`config.mk`:
```
export PLATFORM = sky130hd
export DESIGN_NAME = pio_buzzer_port
export DESIGN_NICKNAME = d
export VERILOG_FILES = /design/src/rtl/pio_pkg.sv /design/src/rtl/pio_regs.sv /design/src/rtl/pio_drive.sv /design/src/rtl/pio_wake.sv /design/src/rtl/pio_buzzer_port.sv
export SDC_FILE = /design/constraint.sdc
export NUM_CORES = 1
export LEC_CHECK = 0
export ABC_AREA = 1
export BUFFER_PORTS_ARGS = -buffer_cell sky130_fd_sc_hd__buf_2
export CAP_MARGIN = 15
export CELL_PAD_IN_SITES_DETAIL_PLACEMENT = 0
export CELL_PAD_IN_SITES_GLOBAL_PLACEMENT = 1
export CORE_ASPECT_RATIO = 1.5
export CORE_UTILIZATION = 33
export DETAILED_ROUTE_END_ITERATION = 10
export GPL_TIMING_DRIVEN = 0
export PLACE_DENSITY_LB_ADDON = 0.1
export SYNTH_ARGS = -nofsm -noshare
export SYNTH_HDL_FRONTEND = slang
export SYNTH_SLANG_ARGS = --single-unit
```
`constraint.sdc`:
```
create_clock -name clk -period 1.3 [get_ports clk]
set_input_delay 0.065 -clock clk [delete_from_list [all_inputs] [get_ports clk]]
set_output_delay 0.065 -clock clk [all_outputs]
set_load 0.005 [all_outputs]
```
`src/rtl/pio_pkg.sv`:
```
package pio_pkg;

  typedef enum logic [1:0] {
    BZ_PAIR   = 2'd0,
    BZ_SINGLE = 2'd1,
    BZ_MUTE   = 2'd2
  } bz_mode_e;

  function automatic bz_mode_e bz_decode(input logic l1, input logic l0);
    if (l0) return BZ_MUTE;
    else if (l1) return BZ_SINGLE;
    else return BZ_PAIR;
  endfunction

  // returns {pa1, pa0}
  function automatic logic [1:0] bz_drive(input bz_mode_e m, input logic tone);
    case (m)
      BZ_PAIR:   return {~tone, tone};
      BZ_SINGLE: return {1'b0, tone};
      default:   return 2'b00;
    endcase
  endfunction

endpackage

```
`src/rtl/pio_regs.sv`:
```
module pio_regs #(
  parameter int AW = 8,
  parameter int PA_W = 8,
  parameter int PB_W = 6,
  parameter logic [AW-1:0] PA_ADDR = 'h12,
  parameter logic [AW-1:0] PB_ADDR = 'h14
) (
  input  logic            clk,
  input  logic            rst_n,
  input  logic [AW-1:0]   addr,
  input  logic            wr_en,
  input  logic [PA_W-1:0] wr_data,
  input  logic            rd_en,
  input  logic [PA_W-1:0] pa_pad_in,
  input  logic [PB_W-1:0] pb_pad_in,
  output logic [PA_W-1:0] pa_latch,
  output logic [PA_W-1:0] rd_data
);

  logic pa_wr_hit, pa_rd_hit, pb_rd_hit;
  logic [PA_W-1:0] pb_ext;
  logic [PA_W-1:0] rd_mux;

  assign pa_wr_hit = wr_en && (addr == PA_ADDR);
  assign pa_rd_hit = rd_en && (addr == PA_ADDR);
  assign pb_rd_hit = rd_en && (addr == PB_ADDR);
  assign pb_ext    = PA_W'(pb_pad_in);

  always_comb begin
    if (pa_rd_hit)      rd_mux = pa_pad_in;
    else if (pb_rd_hit) rd_mux = pb_ext;
    else                rd_mux = '0;
  end

  always_ff @(posedge clk or negedge rst_n) begin
    if (!rst_n)         pa_latch <= '1;
    else if (pa_wr_hit) pa_latch <= wr_data;
  end

  always_ff @(posedge clk or negedge rst_n) begin
    if (!rst_n)     rd_data <= '0;
    else if (rd_en) rd_data <= rd_mux;
  end


  latch_hold_chk: assert property (@(posedge clk) disable iff (!rst_n)
    !pa_wr_hit |=> $stable(pa_latch));


  rd_hold_chk: assert property (@(posedge clk) disable iff (!rst_n)
    !rd_en |=> $stable(rd_data));


  pb_upper_zero_chk: assert property (@(posedge clk) disable iff (!rst_n)
    pb_rd_hit |=> (rd_data >> PB_W) == '0);

endmodule

```
`src/rtl/pio_drive.sv`:
```
module pio_drive
  import pio_pkg::*;
#(
  parameter int PA_W = 8,
  parameter int PP_W = 4
) (
  input  logic            clk,
  input  logic            rst_n,
  input  logic [PA_W-1:0] pa_latch,
  input  logic [PP_W-1:0] opt_push_pull,
  input  logic [PP_W-1:0] opt_pullup,
  input  logic            opt_buzz_en,
  input  logic            opt_div_en,
  input  logic            buzz_in,
  input  logic            div_in,
  output logic [PA_W-1:0] pa_oe,
  output logic [PA_W-1:0] pa_out,
  output logic [PA_W-1:0] pa_pu,
  output logic [PA_W-1:0] od_mask
);

  localparam int DIV_BIT = 3;

  logic [PA_W-1:0] pp_eff;
  logic [PA_W-1:0] pu_opt;
  logic [PA_W-1:0] pp_val;
  logic            buzz_active, div_active;
  logic [1:0]      buzz_pair;
  bz_mode_e        bz_mode;

  genvar i;
  generate
    for (i = 0; i < PA_W; i++) begin : g_bit
      if (i < PP_W) begin : g_cfg
        assign pp_eff[i] = opt_push_pull[i];
        assign pu_opt[i] = opt_pullup[i];
      end else begin : g_fixed
        assign pp_eff[i] = 1'b0;
        assign pu_opt[i] = 1'b1;
      end
    end
  endgenerate

  assign buzz_active = opt_buzz_en && pp_eff[0] && pp_eff[1];
  assign div_active  = opt_div_en && pp_eff[DIV_BIT];
  assign bz_mode     = bz_decode(pa_latch[1], pa_latch[0]);
  assign buzz_pair   = bz_drive(bz_mode, buzz_in);

  always_comb begin
    pp_val = pa_latch;
    if (buzz_active) pp_val[1:0] = buzz_pair;
    if (div_active)  pp_val[DIV_BIT] = div_in;
  end

  assign od_mask = ~pp_eff;
  assign pa_oe   = pp_eff | ~pa_latch;
  assign pa_out  = pp_eff & pp_val;
  assign pa_pu   = od_mask & pu_opt;


  od_no_high_chk: assert property (@(posedge clk) disable iff (!rst_n)
    (od_mask & pa_out) == '0);


  buzz_mute_chk: assert property (@(posedge clk) disable iff (!rst_n)
    (buzz_active && pa_latch[0]) |-> pa_out[1:0] == 2'b00);


  buzz_pair_chk: assert property (@(posedge clk) disable iff (!rst_n)
    (buzz_active && pa_latch[1:0] == 2'b00) |-> pa_out[1] != pa_out[0]);


  pp_drive_chk: assert property (@(posedge clk) disable iff (!rst_n)
    (pa_oe | od_mask) == '1);

endmodule

```
`src/rtl/pio_wake.sv`:
```
module pio_wake #(
  parameter int PA_W = 8,
  parameter int SYNC_STAGES = 2
) (
  input  logic            clk,
  input  logic            rst_n,
  input  logic [PA_W-1:0] pa_pad_in,
  input  logic [PA_W-1:0] od_mask,
  input  logic [PA_W-1:0] pa_latch,
  input  logic [PA_W-1:0] opt_wake_en,
  output logic            wake_req
);

  logic [PA_W-1:0] sync_q [SYNC_STAGES];
  logic [PA_W-1:0] prev_q;
  logic [PA_W-1:0] elig;
  logic [PA_W-1:0] fall_vec;

  always_ff @(posedge clk or negedge rst_n) begin
    if (!rst_n) sync_q[0] <= '1;
    else        sync_q[0] <= pa_pad_in;
  end

  genvar s;
  generate
    for (s = 1; s < SYNC_STAGES; s++) begin : g_sync
      always_ff @(posedge clk or negedge rst_n) begin
        if (!rst_n) sync_q[s] <= '1;
        else        sync_q[s] <= sync_q[s-1];
      end
    end
  endgenerate

  always_ff @(posedge clk or negedge rst_n) begin
    if (!rst_n) prev_q <= '1;
    else        prev_q <= sync_q[SYNC_STAGES-1];
  end

  assign elig     = opt_wake_en & od_mask & pa_latch;
  assign fall_vec = elig & prev_q & ~sync_q[SYNC_STAGES-1];
  assign wake_req = |fall_vec;


  wake_low_line_chk: assert property (@(posedge clk) disable iff (!rst_n)
    wake_req |-> (elig & ~sync_q[SYNC_STAGES-1]) != '0);


  wake_no_rise_chk: assert property (@(posedge clk) disable iff (!rst_n)
    (sync_q[SYNC_STAGES-1] == prev_q) |-> !wake_req);

endmodule

```
`src/rtl/pio_buzzer_port.sv`:
```
module pio_buzzer_port #(
  parameter int AW = 8,
  parameter int PA_W = 8,
  parameter int PB_W = 6,
  parameter int PP_W = 4,
  parameter int SYNC_STAGES = 2,
  parameter logic [AW-1:0] PA_ADDR = 'h12,
  parameter logic [AW-1:0] PB_ADDR = 'h14
) (
  input  logic            clk,
  input  logic            rst_n,
  input  logic [AW-1:0]   addr,
  input  logic            wr_en,
  input  logic [PA_W-1:0] wr_data,
  input  logic            rd_en,
  output logic [PA_W-1:0] rd_data,
  input  logic [PP_W-1:0] opt_push_pull,
  input  logic [PP_W-1:0] opt_pullup,
  input  logic            opt_buzz_en,
  input  logic            opt_div_en,
  input  logic [PA_W-1:0] opt_wake_en,
  input  logic            buzz_in,
  input  logic            div_in,
  input  logic [PA_W-1:0] pa_pad_in,
  input  logic [PB_W-1:0] pb_pad_in,
  output logic [PA_W-1:0] pa_oe,
  output logic [PA_W-1:0] pa_out,
  output logic [PA_W-1:0] pa_pu,
  output logic            wake_req
);

  logic [PA_W-1:0] pa_latch;
  logic [PA_W-1:0] od_mask;

  pio_regs #(
    .AW(AW), .PA_W(PA_W), .PB_W(PB_W), .PA_ADDR(PA_ADDR), .PB_ADDR(PB_ADDR)
  ) u_regs (
    .clk(clk), .rst_n(rst_n), .addr(addr), .wr_en(wr_en), .wr_data(wr_data),
    .rd_en(rd_en), .pa_pad_in(pa_pad_in), .pb_pad_in(pb_pad_in),
    .pa_latch(pa_latch), .rd_data(rd_data)
  );

  pio_drive #(.PA_W(PA_W), .PP_W(PP_W)) u_drive (
    .clk(clk), .rst_n(rst_n), .pa_latch(pa_latch),
    .opt_push_pull(opt_push_pull), .opt_pullup(opt_pullup),
    .opt_buzz_en(opt_buzz_en), .opt_div_en(opt_div_en),
    .buzz_in(buzz_in), .div_in(div_in),
    .pa_oe(pa_oe), .pa_out(pa_out), .pa_pu(pa_pu), .od_mask(od_mask)
  );

  pio_wake #(.PA_W(PA_W), .SYNC_STAGES(SYNC_STAGES)) u_wake (
    .clk(clk), .rst_n(rst_n), .pa_pad_in(pa_pad_in), .od_mask(od_mask),
    .pa_latch(pa_latch), .opt_wake_en(opt_wake_en), .wake_req(wake_req)
  );


  reset_release_chk: assert property (@(posedge clk) disable iff (!rst_n)
    $rose(rst_n) |-> (pa_oe & od_mask) == '0);

endmodule

```
=== Word-level counts from Yosys, hierarchy flattened ===
Cells that the tools add are included.

* Register bits after elaboration: 40
* Input bits: 54
* Logic and storage cells: 34

* Equal/unequal tests: 3
* Mux-type cells: 7
* Bitwise logic cells: 11
* Reductions and logical operators: 8

{| class="wikitable"
|+ Operators with widths
! cell !! number
|-
| $and 8x8->8 || 5
|-
| $eq 8x5->1 const B || 2
|-
| $not 8->8 || 2
|-
| $and 4x8->8 || 1
|-
| $mux 8 || 1
|-
| $not 4->8 || 1
|-
| $or 4x8->8 || 1
|-
| $reduce_or 8->1 || 1
|-
| $logic_and 1x1->1 || 6
|-
| $mux 6 || 1
|-
| $mux 2 || 2
|-
| $pmux 2 s2 || 1
|-
| $eq 2x1->1 const B || 1
|-
| $logic_not 2->1 || 1
|-
| $mux 1 || 2
|-
| $not 1->1 || 1
|}

=== Longest topological paths before layout ===
* Depth after elaboration: 6
* Mapped depth: 7
* Mapped depth without buffers: 6

=== Hierarchy ===
A second synthesis with hierarchy kept.

* Cell total of the unflattened synthesis: 215
* Area total of the unflattened synthesis: 1,880.6 um2

{| class="wikitable"
|+ By module, submodules not included
! module !! instances !! cells an instance !! area each (um2)
|-
| pio_regs || 1 || 90 || 814.5
|-
| pio_wake || 1 || 72 || 810.8
|-
| pio_drive || 1 || 53 || 255.2
|}

=== Least setup slack after synthesis ===
No wires, ideal clock.

* Kind: register to output
* Start point: reg u_regs.pa_latch[2]
* End point: out wake_req
* Data arrival time: 882 ps
* Data required time: 1,235 ps
* Slack: 353 ps
* Cell stages (with the launch flop): 7
* Cells stage by stage: dfstp_2 > inv_1 > nor2_1 > nand4_1 > nand2_1 > nor2_1 > nand2_1

* Word-level cells in the longest chain between the ends: 4

{| class="wikitable"
|+ RTL lines
! item !! RTL line !! RTL
|-
| start, declared || pio_regs.sv:16 || <nowiki>output logic [PA_W-1:0] pa_latch,</nowiki>
|-
| start signal, assigned || pio_regs.sv:37 || <nowiki>else if (pa_wr_hit) pa_latch <= wr_data;</nowiki>
|-
| $and 8x8->8 || pio_wake.sv:39 || <nowiki>assign elig = opt_wake_en & od_mask & pa_latch;</nowiki>
|-
| $and 8x8->8 (2 in a row) || pio_wake.sv:40 || <nowiki>assign fall_vec = elig & prev_q & ~sync_q[SYNC_STAGES-1];</nowiki>
|-
| $reduce_or 8->1 || pio_wake.sv:41 || <nowiki>assign wake_req = |fall_vec;</nowiki>
|-
| end, declared || pio_buzzer_port.sv:29 || <nowiki>output logic wake_req</nowiki>
|}

Every way passes these cells.

=== Worst setup path in the final report ===
* Start point: reg u_wake.prev_q[3]
* End point: out wake_req

* Word-level cells in the longest chain between the ends: 3

{| class="wikitable"
|+ RTL lines
! item !! RTL line !! RTL
|-
| start, declared || pio_wake.sv:15 || <nowiki>logic [PA_W-1:0] prev_q;</nowiki>
|-
| start signal, assigned || pio_wake.sv:36 || <nowiki>else prev_q <= sync_q[SYNC_STAGES-1];</nowiki>
|-
| $and 8x8->8 (2 in a row) || pio_wake.sv:40 ||
|-
| $reduce_or 8->1 || pio_wake.sv:41 ||
|}

Every way passes these cells.

==> metrics.log <==
INFO  metric outcome = complete, but fails checks
INFO  metric failed_checks = negative setup slack
INFO  metric critical_path.endpoint_type = output port
INFO  metric worst-slew-pin-transition = 857 ps
INFO  metric synth.top_cell.area_share = 0.468
INFO  metric fmax = 731 MHz
INFO  metric cts_num_sinks = 40
INFO  metric insertedDiodeCount = 0
INFO  metric r2r_slack = 460 ps
INFO  metric timing.setup.critical_path_class = reg -> out
INFO  metric maximum_cell_stage_delay_along_the_critical_path = 520 ps
INFO  metric max-slew-margin-rel = 0.429
INFO  metric grt_pass1_wl = 6.53 mm
INFO  metric drt-wirelength-per-cell = 10.2 µm
INFO  metric cts-root-to-sink-buffers = 2
INFO  metric floorplan.core_area = 5200 µm²
INFO  metric drt_iter0_markers = 28
INFO  metric clock_period_minus_worst_slack = 1370 ps
INFO  metric std_cell_rows = 32
INFO  metric drv_slew = 0
INFO  metric hold-worst-slack = 2.50 ps
INFO  metric peakVddDrop = 0.683 mV
INFO  metric yosys_most_used_dff = sky130_fd_sc_hd__dfstp_2
INFO  metric worst_setup_path_start_kind = flop
INFO  metric layout-drive-gt1-share = 0.523
INFO  metric synth_cell_type_count = 23
INFO  metric global_router_s_overall_resource_usage = 0.145
INFO  metric synth_warnings = 0
INFO  metric synth_top_cell_by_area = sky130_fd_sc_hd__dfstp_2
INFO  metric grt_antenna_before_repair = 0
INFO  metric final_cell_count_no_fill = 368
INFO  metric register_area = 1040 µm²
INFO  metric yosysSeqAreaShare = 0.579
INFO  metric area_growth = 44.6%
INFO  metric worst_path_setup_slack_after_routing = -67.4 ps
INFO  metric placed_cells_incl_taps = 341
INFO  metric route.detailed.drc = 0
INFO  metric overflow = 0
INFO  metric worstHoldPathType = in -> reg
INFO  metric critical_path.reg2reg.startpoint = u_regs.pa_latch[1]
INFO  metric start_util = 0.345
INFO  metric critical_path.most_common_cell = sky130_fd_sc_hd__nand2_1
INFO  metric synth_enable_flop_cells = 0
INFO  metric grt_max_degree = 41
INFO  metric critical_path.startpoint = u_wake.prev_q[3]
INFO  metric drt_pre_antenna_iters = 4
INFO  metric finalNetCount = 353
INFO  metric worst_r2r_endpoint = u_regs.pa_latch[1]
INFO  metric detailed_place_hpwl = 2.82 mm
INFO  metric cellLeakagePower = 0.00136 µW
INFO  metric rsz_0062_raised_after_global_routing = true
INFO  metric detail-route-antenna-nets = 0
INFO  metric design.die.area = 5750 µm²
INFO  metric boundaryPins = 87
INFO  metric via_per_inst = 4.15
INFO  metric clkSlewWorstSetupHoldPaths = 70 ps
INFO  metric cts_tree = yes
INFO  metric report.final.setup_viol = 2
INFO  metric routed-via-count = 1526
INFO  metric clockRootBuffer = sky130_fd_sc_hd__clkbuf_8
INFO  metric gp_congestion = 0.722
INFO  metric die_span_y = 92.4 µm
INFO  metric synth_async_sr_flop_share = 1.00
INFO  metric first_global_vias = 1539
INFO  metric final_hold_viol_count = 0
INFO  metric timing.setup.tns = -70.9 ps
INFO  metric syn_area = 1800 µm²
INFO  metric timing.reg2reg.worst_path_depth = 3
INFO  metric yosys_reg_bits = 40
INFO  metric avg_inst_size_synth = 9.51 µm²
INFO  metric cap_violations = 0
INFO  metric cp_data_arrival_time = 1300 ps
INFO  metric ys_top_cells_by_area = sky130_fd_sc_hd__dfstp_2, sky130_fd_sc_hd__dfrtp_1, sky130_fd_sc_hd__nand2_1
INFO  metric period_share = 1.05
INFO  metric port_buffers = 78
INFO  metric fin_total_pwr = 2670 µW
INFO  metric critPathCapture = wake_req
INFO  metric cp_max_fo = 1
INFO  metric area_used_by_multi_input_combinational_logic = 579 µm²
INFO  metric worstPathCellList = nand2_1, nor2_1, nand3_1, nand2_1, nor2_1, nand2_1, buf_2
INFO  metric detail_route.wirelength = 3.76 mm
INFO  metric ctsHtreeMaxLevel = 2
INFO  metric required = 1240 ps
INFO  metric finalClockSkew = 5.37 ps
INFO  metric fill_cell_instance_count_of_the_final_layout = 545
INFO  metric power_per_cell_area = 1030 nW/µm²
INFO  metric instance_count_along_the_most_critical_hold_path = 3
INFO  metric slowest_stage = sky130_fd_sc_hd__dfstp_2
INFO  metric worstSkewPairLatency = 290 ps
INFO  metric synthesis.instances = 189
INFO  metric fp.dieW = 62.3 µm
INFO  metric cts_made_buffers = 5
-- registers in the layout, indices dropped and copies added (netlist names) --
signal	flops
u_wake.prev_q	8
u_regs.pa_latch	8
u_regs.rd_data	8
u_wake.sync_q	16
-- synth_stat cells, types with 2 or more instances --
cell type / number
sky130_fd_sc_hd__conb_1: 2
sky130_fd_sc_hd__nand2_2: 3
sky130_fd_sc_hd__o21ai_0: 4
sky130_fd_sc_hd__buf_4: 8
sky130_fd_sc_hd__inv_1: 33
sky130_fd_sc_hd__nand2_1: 39
sky130_fd_sc_hd__nand4_1: 8
sky130_fd_sc_hd__nor2_4: 2
sky130_fd_sc_hd__a21oi_1: 2
sky130_fd_sc_hd__dfstp_2: 32
sky130_fd_sc_hd__inv_2: 4
sky130_fd_sc_hd__nand3_1: 13
sky130_fd_sc_hd__o21ai_2: 8
sky130_fd_sc_hd__nor2_1: 15
sky130_fd_sc_hd__dfrtp_1: 8
-- per-stage QoR --
stage | worst slack (ps) | utilization | instance area [µm²]
final | -67.4 | 0.500 | 2600
after global routing | -185 | 0.500 | 2600
after CTS | -105 | 0.498 | 2590
after detailed placement | 199 | 0.441 | 2300
after global placement | 198 | 0.441 | 2300
after floorplan | 353 | - | 1820
-- critical path, delay by kind of cell, from the launching register on --
family	cells	cell delay, ps
AND/OR/NAND/NOR	6	380
buffers and inverters	1	110
flip-flops	1	520
-- kinds of logic (layout without fill, tap and decap cells) --
logic type / Yosys count / after routing / synth area share
AND/OR/NAND/NOR: 85 / 85 / 0.236
AO/OA/AOI/OAI: 16 / 16 / 0.0640
other: 2 / 8 / 0.00418
buffers and inverters: 46 / 151 / 0.117
flip-flops: 40 / 40 / 0.579
-- worst min path at each step --
stage                 startpoint            endpoint
CTS                   wr_data[4]  u_regs.pa_latch[4]
global route          wr_data[4]  u_regs.pa_latch[4]
floorplan                  rst_n   u_regs.rd_data[0]
global placement    pa_pad_in[0]    u_wake.sync_q[8]
detailed placement  pa_pad_in[6]   u_wake.sync_q[14]
finish                wr_data[4]  u_regs.pa_latch[4]
-- cells in the final DEF (no fill, tap or decap), types with 4 or more instances in the layout --
cell type	count
sky130_fd_sc_hd__dfrtp_1	8
sky130_fd_sc_hd__nand4_1	8
sky130_fd_sc_hd__o21ai_1	4
sky130_fd_sc_hd__buf_4	11
sky130_fd_sc_hd__dfstp_2	32
sky130_fd_sc_hd__inv_2	7
sky130_fd_sc_hd__nand3_1	13
sky130_fd_sc_hd__dlygate4sd3_1	16
sky130_fd_sc_hd__o21ai_2	8
sky130_fd_sc_hd__conb_1	8
sky130_fd_sc_hd__clkbuf_8	5
sky130_fd_sc_hd__nor2_1	13
sky130_fd_sc_hd__nand2_1	39
sky130_fd_sc_hd__inv_1	30
sky130_fd_sc_hd__buf_2	78
-- where the power goes --
group          switching [µW]  internal (µW)  total, µW
Sequential               23.7           1330       1360
Clock                     431            568        999
Combinational             150            159        309
-- routing by layer --
layer | vias up | part of all wire | track usage
met4 | 0 | 0.016 | 0.0581
li1 | 785 | - | -
met3 | 6 | 0.057 | 0.0357
met5 | - | 0 | 0
met1 | 679 | 0.40 | 0.153
met2 | 56 | 0.52 | 0.270
-- repair_timing --
item	4_1_cts	5_1_grt
pin swaps	2	1
endpoints found under the setup margin	3	4
buffers inserted	3	0
resized for setup	5	5
hold endpoints to repair	27	0
hold buffers	16	0
gates cloned	0	0
-- area by class of cell --
class	instances	area share
multi-input cells	109	0.223
repair buffers	97	0.220
flip-flops and latches	40	0.400
inverters	37	0.0534
clock inverters	3	0.0164
clock buffers	5	0.0265
well taps	68	0.0327
plain buffers	9	0.0274
No activity file was read; power rests on OpenSTA's default activity.
